`config.mk`:
```
export PLATFORM = sky130hd
export DESIGN_NAME = pllseq_top
export DESIGN_NICKNAME = d
export VERILOG_FILES = /design/src/rtl/pllseq_pkg.sv /design/src/rtl/pllseq_sync.sv /design/src/rtl/pllseq_req_hold.sv /design/src/rtl/pllseq_fsm.sv /design/src/rtl/pllseq_top.sv
export SDC_FILE = /design/constraint.sdc
export NUM_CORES = 1
export LEC_CHECK = 0
export ABC_AREA = 1
export BUFFER_PORTS_ARGS = -buffer_cell sky130_fd_sc_hd__buf_2
export CAP_MARGIN = 40
export CORE_MARGIN = 3
export CORE_UTILIZATION = 58
export DETAILED_ROUTE_END_ITERATION = 10
export PLACE_DENSITY = 0.88
export SYNTH_ARGS = -nofsm -noshare
export SYNTH_HDL_FRONTEND = slang
export SYNTH_SLANG_ARGS = --single-unit
```
`constraint.sdc`:
```
create_clock -name clk -period 2.3 [get_ports clk]
set_clock_uncertainty 0.1 [all_clocks]
set_input_delay 0.23 -clock clk [delete_from_list [all_inputs] [get_ports clk]]
set_output_delay 0.23 -clock clk [all_outputs]
set_load 0.1 [all_outputs]
```
`src/rtl/pllseq_pkg.sv`:
```
package pllseq_pkg;

  typedef enum logic [2:0] {
    ST_IDLE,
    ST_GAP,
    ST_LOCK,
    ST_SETTLE,
    ST_VOTE
  } seq_state_e;

  // Wait window over once the counter has reached the limit.
  function automatic logic span_done(input logic [31:0] cnt, input logic [31:0] lim);
    return cnt >= lim;
  endfunction

  // Direct-mode "already running" test.
  function automatic logic fully_on(input logic byp, input logic rel, input logic gate);
    return byp & rel & gate;
  endfunction

endpackage

```
`src/rtl/pllseq_sync.sv`:
```
module pllseq_sync #(
  parameter int unsigned W = 2
) (
  input  logic         clk,
  input  logic         rst_n,
  input  logic [W-1:0] din,
  output logic [W-1:0] dout
);

  logic [W-1:0] meta_q;
  logic [W-1:0] sync_q;

  always_ff @(posedge clk or negedge rst_n) begin
    if (!rst_n) begin
      meta_q <= '0;
      sync_q <= '0;
    end else begin
      meta_q <= din;
      sync_q <= meta_q;
    end
  end

  assign dout = sync_q;

endmodule

```
`src/rtl/pllseq_req_hold.sv`:
```
module pllseq_req_hold (
  input  logic clk,
  input  logic rst_n,
  input  logic en_req,
  input  logic dis_req,
  input  logic take,
  output logic pend_valid,
  output logic pend_dis
);

  always_ff @(posedge clk or negedge rst_n) begin
    if (!rst_n) begin
      pend_valid <= 1'b0;
      pend_dis   <= 1'b0;
    end else if (en_req) begin
      pend_valid <= 1'b1;
      pend_dis   <= 1'b0;
    end else if (dis_req) begin
      pend_valid <= 1'b1;
      pend_dis   <= 1'b1;
    end else if (take) begin
      pend_valid <= 1'b0;
    end
  end

  // any request is held for the state machine
  p_request_held_r7: assert property (@(posedge clk) disable iff (!rst_n)
    (en_req || dis_req) |=> pend_valid);

  // enable wins over a simultaneous disable
  p_enable_priority_r7: assert property (@(posedge clk) disable iff (!rst_n)
    en_req |=> !pend_dis);

endmodule

```
`src/rtl/pllseq_fsm.sv`:
```
module pllseq_fsm
  import pllseq_pkg::*;
#(
  parameter int unsigned GAP_US    = 5,
  parameter int unsigned SETTLE_US = 1,
  parameter int unsigned POLL_MAX  = 100
) (
  input  logic clk,
  input  logic rst_n,
  input  logic us_tick,
  input  logic vote_mode,
  input  logic pend_valid,
  input  logic pend_dis,
  input  logic lock_s,
  input  logic act_s,
  output logic take,
  output logic bypass_rel,
  output logic reset_rel,
  output logic out_gate,
  output logic vote_out,
  output logic done,
  output logic busy,
  output logic timeout_err
);

  localparam int unsigned LIM_A  = (GAP_US > SETTLE_US) ? GAP_US + 1 : SETTLE_US + 1;
  localparam int unsigned MAXLIM = (LIM_A > POLL_MAX) ? LIM_A : POLL_MAX;
  localparam int unsigned CNT_W  = $clog2(MAXLIM + 1);

  seq_state_e         state_q;
  logic [CNT_W-1:0]   cnt_q;

  // named events for the assertions
  logic poll_tick;
  logic poll_hit;
  logic poll_expired;
  logic start_seq;

  assign take         = (state_q == ST_IDLE) && pend_valid;
  assign start_seq    = take;
  assign poll_tick    = us_tick && ((state_q == ST_LOCK) || (state_q == ST_VOTE));
  assign poll_hit     = poll_tick && ((state_q == ST_LOCK) ? lock_s : act_s);
  assign poll_expired = poll_tick && !poll_hit && span_done(32'(cnt_q), 32'(POLL_MAX - 1));
  assign busy         = (state_q != ST_IDLE);

  always_ff @(posedge clk or negedge rst_n) begin
    if (!rst_n) begin
      state_q     <= ST_IDLE;
      cnt_q       <= '0;
      bypass_rel  <= 1'b0;
      reset_rel   <= 1'b0;
      out_gate    <= 1'b0;
      vote_out    <= 1'b0;
      done        <= 1'b0;
      timeout_err <= 1'b0;
    end else begin
      done <= 1'b0;
      case (state_q)
        ST_IDLE: begin
          if (start_seq) begin
            timeout_err <= 1'b0;
            cnt_q       <= '0;
            if (vote_mode) begin
              if (pend_dis) begin
                vote_out <= 1'b0;
                done     <= 1'b1;
              end else begin
                vote_out <= 1'b1;
                state_q  <= ST_VOTE;
              end
            end else if (pend_dis) begin
              out_gate <= 1'b0;
              state_q  <= ST_SETTLE;
            end else if (fully_on(bypass_rel, reset_rel, out_gate)) begin
              done <= 1'b1;
            end else begin
              bypass_rel <= 1'b1;
              state_q    <= ST_GAP;
            end
          end
        end
        ST_GAP: begin
          if (us_tick) begin
            if (span_done(32'(cnt_q), 32'(GAP_US))) begin
              reset_rel <= 1'b1;
              cnt_q     <= '0;
              state_q   <= ST_LOCK;
            end else begin
              cnt_q <= cnt_q + 1'b1;
            end
          end
        end
        ST_LOCK, ST_VOTE: begin
          if (poll_hit) begin
            if (state_q == ST_LOCK) out_gate <= 1'b1;
            done    <= 1'b1;
            state_q <= ST_IDLE;
          end else if (poll_expired) begin
            timeout_err <= 1'b1;
            state_q     <= ST_IDLE;
          end else if (poll_tick) begin
            cnt_q <= cnt_q + 1'b1;
          end
        end
        ST_SETTLE: begin
          if (us_tick) begin
            if (span_done(32'(cnt_q), 32'(SETTLE_US))) begin
              bypass_rel <= 1'b0;
              reset_rel  <= 1'b0;
              done       <= 1'b1;
              state_q    <= ST_IDLE;
            end else begin
              cnt_q <= cnt_q + 1'b1;
            end
          end
        end
        default: state_q <= ST_IDLE;
      endcase
    end
  end

  // Assertion support: ticks seen since bypass release rose (saturating).
  logic [CNT_W-1:0] gap_ticks_q;
  always_ff @(posedge clk or negedge rst_n) begin
    if (!rst_n)                                           gap_ticks_q <= '0;
    else if (!bypass_rel)                                 gap_ticks_q <= '0;
    else if (us_tick && (gap_ticks_q < CNT_W'(GAP_US + 1))) gap_ticks_q <= gap_ticks_q + 1'b1;
  end

  // reset release only after the full gap since bypass release
  p_gap_before_release_r1: assert property (@(posedge clk) disable iff (!rst_n)
    $rose(reset_rel) |-> bypass_rel && (32'(gap_ticks_q) > GAP_US));

  // gate opens only with confirmed lock and both releases up
  p_gate_after_lock_r3: assert property (@(posedge clk) disable iff (!rst_n)
    $rose(out_gate) |-> $past(lock_s) && bypass_rel && reset_rel && done);

  // releases fall together, with the gate already closed
  p_release_drop_together_r6: assert property (@(posedge clk) disable iff (!rst_n)
    $fell(bypass_rel) |-> $fell(reset_rel) && !out_gate);

  // a timeout leaves the gate closed and the sequencer idle
  p_timeout_quiet_r9: assert property (@(posedge clk) disable iff (!rst_n)
    $rose(timeout_err) |-> !busy && !out_gate && reset_rel == $past(reset_rel));

  // a poll that expires never completes in the same step
  p_expire_no_done_r2: assert property (@(posedge clk) disable iff (!rst_n)
    poll_expired |=> !done && timeout_err);

endmodule

```
`src/rtl/pllseq_top.sv`:
```
module pllseq_top #(
  parameter int unsigned GAP_US    = 5,
  parameter int unsigned SETTLE_US = 1,
  parameter int unsigned POLL_MAX  = 100
) (
  input  logic clk,
  input  logic rst_n,
  input  logic us_tick,
  input  logic vote_mode,
  input  logic en_req,
  input  logic dis_req,
  input  logic lock_det,
  input  logic vote_active,
  output logic bypass_rel,
  output logic reset_rel,
  output logic out_gate,
  output logic vote_out,
  output logic done,
  output logic busy,
  output logic timeout_err
);

  localparam int unsigned N_STAT = 2;

  logic [N_STAT-1:0] stat_raw;
  logic [N_STAT-1:0] stat_s;
  logic pend_valid;
  logic pend_dis;
  logic take;

  assign stat_raw = {vote_active, lock_det};

  pllseq_sync #(.W(N_STAT)) u_sync (
    .clk  (clk),
    .rst_n(rst_n),
    .din  (stat_raw),
    .dout (stat_s)
  );

  pllseq_req_hold u_hold (
    .clk       (clk),
    .rst_n     (rst_n),
    .en_req    (en_req),
    .dis_req   (dis_req),
    .take      (take),
    .pend_valid(pend_valid),
    .pend_dis  (pend_dis)
  );

  pllseq_fsm #(
    .GAP_US   (GAP_US),
    .SETTLE_US(SETTLE_US),
    .POLL_MAX (POLL_MAX)
  ) u_fsm (
    .clk        (clk),
    .rst_n      (rst_n),
    .us_tick    (us_tick),
    .vote_mode  (vote_mode),
    .pend_valid (pend_valid),
    .pend_dis   (pend_dis),
    .lock_s     (stat_s[0]),
    .act_s      (stat_s[1]),
    .take       (take),
    .bypass_rel (bypass_rel),
    .reset_rel  (reset_rel),
    .out_gate   (out_gate),
    .vote_out   (vote_out),
    .done       (done),
    .busy       (busy),
    .timeout_err(timeout_err)
  );

endmodule

```
==> results of run 1 <==
==> final cells by class <==
type | instances | area (sq um) | area share
inverter | 23 | 86.33 | 0.05295
multi-input combinational | 151 | 795.8 | 0.4881
sequential | 22 | 550.5 | 0.3377
clock buffer | 3 | 22.52 | 0.01381
clock inverter | 1 | 30.03 | 0.01842
tap | 28 | 35.03 | 0.02149
timing repair buffer | 18 | 110.1 | 0.06754
==> through the flow <==
step / utilization / instance area [sq um] / std cells / worst slack, ns / hold slack [ns]
after floorplan: - / 1459 / 200 / 0.4016 / -0.1656
after global placement: 0.6694 / 1538 / 238 / 0.5721 / 0.1214
after detailed placement: 0.6694 / 1538 / 238 / 0.5264 / 0.1209
after CTS: 0.7097 / 1630 / 246 / 0.4320 / 0.02249
after global routing: 0.7097 / 1630 / 246 / 0.2981 / 0.03054
final: 0.7097 / 1630 / 246 / 0.4022 / 0.02794
==> cell families after synthesis <==
kind of cell	share of synthesized area
flip-flops	0.3774
AO/OA/AOI/OAI	0.05747
AND/OR/NAND/NOR	0.4528
XOR/XNOR	0.01801
buffers and inverters	0.07718
adder cells (fa/ha/maj)	0.01715
==> layer usage <==
metal | up-vias | GRT usage | wire, um
met5 | - | 0 | 0
met2 | 49 | 0.3489 | 1444
met1 | 623 | 0.2853 | 1432
li1 | 683 | - | -
met3 | 5 | 0.02552 | 194
met4 | 0 | 0.07119 | 39
==> critical path, delay by kind of cell, from the launching register on <==
family,cells,cell delay [ns]
and+or+nand+nor,1,0.16
DFF,1,0.51
buffers and inverters,2,0.59
==> repair_timing <==
action | CTS | global route
hold buffers | 4 | 0
endpoints found under the setup margin | 0 | 0
endpoints found under the hold margin | 25 | 0
resized for setup | 0 | 0
==> state kept, by name (all words and copies together) (netlist names) <==
register / flops
u_fsm.cnt_q: 7
u_fsm.state_q: 3
u_sync.dout: 2
u_sync.meta_q: 2
u_fsm.bypass_rel: 1
u_fsm.done: 1
u_fsm.out_gate: 1
u_fsm.reset_rel: 1
u_fsm.timeout_err: 1
u_fsm.vote_out: 1
u_hold.pend_dis: 1
u_hold.pend_valid: 1
==> power groups by stage <==
| stage | Clock, mW | Combinational (mW) | Sequential [mW] |
|---|---|---|---|
| floorplan | 0 | 0.792 | 0.868 |
| global placement | 0 | 1.26 | 0.584 |
| detailed placement | 0 | 1.28 | 0.590 |
| CTS | 0.310 | 1.29 | 0.582 |
| global route | 0.322 | 1.41 | 0.599 |
| finish | 0.302 | 1.29 | 0.585 |
==> cell usage after synthesis <==
master | instances | share of area
a21oi_1 | 4 | 0.014
a31oi_1 | 1 | 0.0043
buf_2 | 3 | 0.010
buf_6 | 1 | 0.0077
dfrtp_1 | 22 | 0.38
ha_1 | 2 | 0.017
inv_1 | 18 | 0.046
inv_2 | 5 | 0.013
nand2_1 | 60 | 0.15
nand2_2 | 4 | 0.017
nand2_8 | 1 | 0.014
nand3_1 | 23 | 0.079
nand3_2 | 4 | 0.027
nand4_1 | 4 | 0.017
nand4_2 | 1 | 0.0086
nor2_1 | 23 | 0.059
nor2_2 | 3 | 0.013
nor2_4 | 4 | 0.031
nor2_8 | 1 | 0.014
nor3_1 | 2 | 0.0069
nor3_2 | 1 | 0.0069
nor3b_1 | 1 | 0.0051
o21a_1 | 1 | 0.0051
o21ai_0 | 5 | 0.017
o221ai_1 | 1 | 0.0060
o22a_1 | 1 | 0.0060
o31ai_1 | 1 | 0.0051
xnor2_1 | 1 | 0.0060
xor2_1 | 2 | 0.012
==> worst paths after layout <==
check / startpoint / endpoint / cells after the start
max: u_fsm.state_q[0] / busy / 3
min: dis_req / u_hold.pend_valid / 3
min in group asynchronous: rst_n / u_fsm.bypass_rel / 2
min reg2reg: u_sync.meta_q[0] / u_sync.dout[0] / 0
max in group asynchronous: rst_n / u_fsm.state_q[2] / 2
max reg2reg: u_fsm.cnt_q[1] / u_fsm.cnt_q[0] / 12
==> layout by cell type, fill, tap and decap left out, drive strengths merged <==
cell | Yosys | final
nand2 | 65 | 65
nor2 | 31 | 31
nand3 | 27 | 27
inv | 23 | 23
dfrtp | 22 | 22
buf | 4 | 14
o21ai | 5 | 5
nand4 | 5 | 5
a21oi | 4 | 4
dlygate4sd3 | 0 | 4
clkbuf | 0 | 3
nor3 | 3 | 3
xor2 | 2 | 2
ha | 2 | 2
o221ai | 1 | 1
o22a | 1 | 1
o21a | 1 | 1
o31ai | 1 | 1
xnor2 | 1 | 1
nor3b | 1 | 1
a31oi | 1 | 1
bufinv | 0 | 1
==> metrics, run 1 <==
outcome=finished, final reports clean; drt pass-1 iters=5; fin. max-slew vios=0; IO buf count=14; yosys warns=0; Slew @ Worst Pin=between 0.4 and 0.5 ns; RSZ-0062 raised after global routing=false; largest net degree at the start of global routing=23; CTS tree=yes; Synth cell types=29; HP Class=input pin to flip-flop; vias per cell=between 5 and 6; clock latency on the worst-skew pair=about 0.32 ns; Rel. slew slack=0.6705; CTS root buf=clkbuf_4; gr ovfl total=0; Core Region=around 2300 sq um; r2r setup slk=roughly 0.49 ns; Tot Pwr=around 2.2 mW; Clk network pwr share=0.139; P_leak=between 0.8 and 0.9 nW; H-Tree Depth=1; Slowest-stage cell, CP=dfrtp_1; Worst EP arrival=1.57 ns; Filler Cell Count=roughly 190; syn_area_per_cell=about 7.3 sq um; syn_nets=between 200 and 250; Crit. End Element=output port; FMAX=around 530 MHz; Initial Util=0.6351; Final nets=approximately 230; clock period minus worst slack=~1.9 ns; post-route ant nets=0; CP Cell Sequence=inv_2 -> nand2_2 -> buf_2; P_sw=between 1 and 1.5 mW; io pins=15; Switching Share=0.5553; first-pass GRT wire length=~5400 um; combinational power share=0.593; Starting DRT DRC Count=77; Syn-to-layout area delta=11.75%; vias in the first global route=roughly 1200; CTS clk-pin slew, worst paths=0.12 ns; share of layout cells above drive strength 1=0.1927; Hold Vio Cnt, Final=0; final HPWL from detailed placement=approximately 2300 um; Mapped Area=between 1000 and 1500 sq um; Finish-stage setup viols=0; CP required=1.97 ns; die area=around 3200 sq um; Final period util=0.8251; register area share after synthesis=0.3774; via count=roughly 1400; Die H=~56 um; Die Wd=roughly 56 um; PwrDens=around 1300 nW/um^2; row cnt=17; All-Layer GR Usage=0.2113; worst-case clock buffer depth=2; # clock sinks=22; Final TNS setup=0 ns; worst-path maximum fanout=7; Routed WL per cell=12.64 um; synthesis-stage register bit count=22; cell count after synthesis=200; Max VDD drop=between 0.9 and 1 mV; Setup Fix Bufs, Post-CTS=0; Int Power=about 0.97 mW; drt drc=0; drt total wl=approximately 3100 um; CP max stage delay=a little over 0.5 ns; sequential share of power=0.268; CP Class=flip-flop to output port; Max-Cap Viols=0; ant diodes=0; Placer Congestion=0.9192; TritonCTS Buffers=3; CP startpoint kind=flip-flop; initial antenna violation count=0
Note: power is estimated with default switching activity, not from simulation.
==> inputs of run 2 (changes only) <==
==> constraint.sdc (replaced) <==
create_clock -name clk -period 1.85 [get_ports clk]
set_clock_uncertainty 0.1 [all_clocks]
set_input_delay 0.185 -clock clk [delete_from_list [all_inputs] [get_ports clk]]
set_output_delay 0.185 -clock clk [all_outputs]
set_load 0.1 [all_outputs]
==> metrics, run 2 (same netlist as run 1, synthesis figures left out) <==
outcome=finished, final reports clean; share of layout cells above drive strength 1=0.2915; met3 global-route usage=0.04408; ant diodes=0; Crit. End Element=flip-flop; Tot Pwr=around 2.8 mW; Finish-stage setup viols=0; Starting DRT DRC Count=97; first-pass GRT wire length=between 5000 and 6000 um; CP startpoint kind=flip-flop; Top Registers=u_fsm.cnt_q (7), u_fsm.state_q (3); drt pass-1 iters=4; worst reg2reg startpoint=u_fsm.cnt_q[0]; commonest cells after routing, fill and taps aside=nand2_1, nand3_1, nor2_1; Routed WL per cell=about 14 um; clock period minus worst slack=1.779 ns; vias in the first global route=between 1000 and 1500; Slew @ Worst Pin=just over 0.5 ns; post-route ant nets=0; Initial Util=0.6351; TritonCTS Buffers=3; Final TNS setup=0 ns; met1 Resource Use GR=0.3010; Syn-to-layout area delta=16.55%; max FFs per register=7; drt total wl=about 3600 um; CP Launch Point=u_fsm.cnt_q[0]; Max VDD drop=around 1.4 mV; cell count of the worst reg-to-reg path=11; P_leak=between 0.8 and 0.9 nW; final HPWL from detailed placement=approximately 2500 um; io pins=15; Worst setup endpoint=u_fsm.cnt_q[4]; Final nets=234; largest net degree at the start of global routing=23; IO buf count=14; Top reg by flops=u_fsm.cnt_q; r2r setup slk=between 0.07 and 0.08 ns; HP Class=input pin to flip-flop; commonest non-fill, non-tap cell in the layout=nand2_1; Final period util=0.9615; die area=3153 sq um; CTS tree=yes; H-Tree Depth=1; Hold Vio Cnt, Final=0; met2 Resource Use GR=0.3573; initial antenna violation count=0; CTS clk-pin slew, worst paths=0.13 ns; Worst EP arrival=between 1.5 and 2 ns; Die Wd=~56 um; clock latency on the worst-skew pair=between 0.3 and 0.4 ns; vias per cell=about 5.6; drt drc=0; # clock sinks=22; worst-path maximum fanout=8; FMAX=about 560 MHz; Top Usage Layer GRT=met2; Die H=56.16 um; CP required=1.96 ns; Placer Congestion=around 0.98; Core Region=between 2000 and 2500 sq um; via count=~1400; All-Layer GR Usage=0.2206; worst-case clock buffer depth=2; CTS root buf=clkbuf_4; CP Class=flip-flop to flip-flop; Max-Cap Viols=0; gr ovfl total=0; fin. max-slew vios=0; row cnt=17; PwrDens=around 1600 nW/um^2; R2R Path End=u_fsm.cnt_q[4]; Rel. slew slack=0.6604
[run 2: worst min path at each step]
stage / from / end / slack [ns] / cells past startpoint
floorplan: rst_n / u_fsm.bypass_rel / -0.21 / 0
global route: vote_mode / u_fsm.state_q[0] / 0.08 / 4
finish: vote_mode / u_fsm.state_q[0] / 0.06 / 4
detailed placement: rst_n / u_fsm.cnt_q[2] / 0.08 / 1
CTS: vote_mode / u_fsm.state_q[0] / 0.06 / 4
global placement: rst_n / u_fsm.done / 0.07 / 1
[run 2: through the flow]
| step | setup slack, ns | utilization | cell area (sq um) | hold slack [ns] | std cells |
|---|---|---|---|---|---|
| 2_1_floorplan | 0.1276 | - | 1468 | -0.2106 | 200 |
| 3_3_place_gp | 0.1319 | 0.6797 | 1562 | 0.07178 | 240 |
| 3_5_place_dp | 0.02140 | 0.6797 | 1562 | 0.07687 | 240 |
| 4_1_cts | 0.01189 | 0.7173 | 1648 | 0.06040 | 249 |
| 5_1_grt | -0.02616 | 0.7402 | 1700 | 0.07813 | 251 |
| 6_report | 0.07129 | 0.7402 | 1700 | 0.06451 | 251 |
[run 2: report_power, final]
part / internal (mW) / switching, mW / leakage (nW) / total [mW]
Sequential: 0.603 / 0.127 / 0.272 / 0.730
Clock: 0.120 / 0.153 / 0.0210 / 0.273
Combinational: 0.470 / 1.31 / 0.571 / 1.77
Total: 1.19 / 1.58 / 0.864 / 2.78
[run 2: per-layer routing]
layer  wire length (um)  share of wire
met1               1547           0.43
met2               1752           0.49
met3                266          0.074
met4                 46          0.013
met5                  0              0
[run 2: critical path, stage by stage (launching register included)]
cell and delay, ns:
dfrtp_2 0.47, ha_2 0.20, inv_2 0.06, nand2_2 0.07, nor2_4 0.12, nand2_1 0.07
nand2_2 0.09, nand2_4 0.07, nor2_8 0.20, nand2_8 0.10, nand2_2 0.06, nand2_1 0.06
[run 2: final cells by class]
cell class	instances	area, sq um
Inverter	23	86.33
Multi-Input combinational cell	151	832.0
Sequential cell	22	558.0
Clock buffer	4	36.28
Fill cell	163	596.8
Tap cell	28	35.03
Timing Repair Buffer	23	152.6
[run 2: repair_timing]
action,in CTS,in global routing
resized for setup,0,19
setup buffers,0,2
setup endpoints to repair,0,12
endpoints found under the hold margin,26,0
hold buffers,5,0
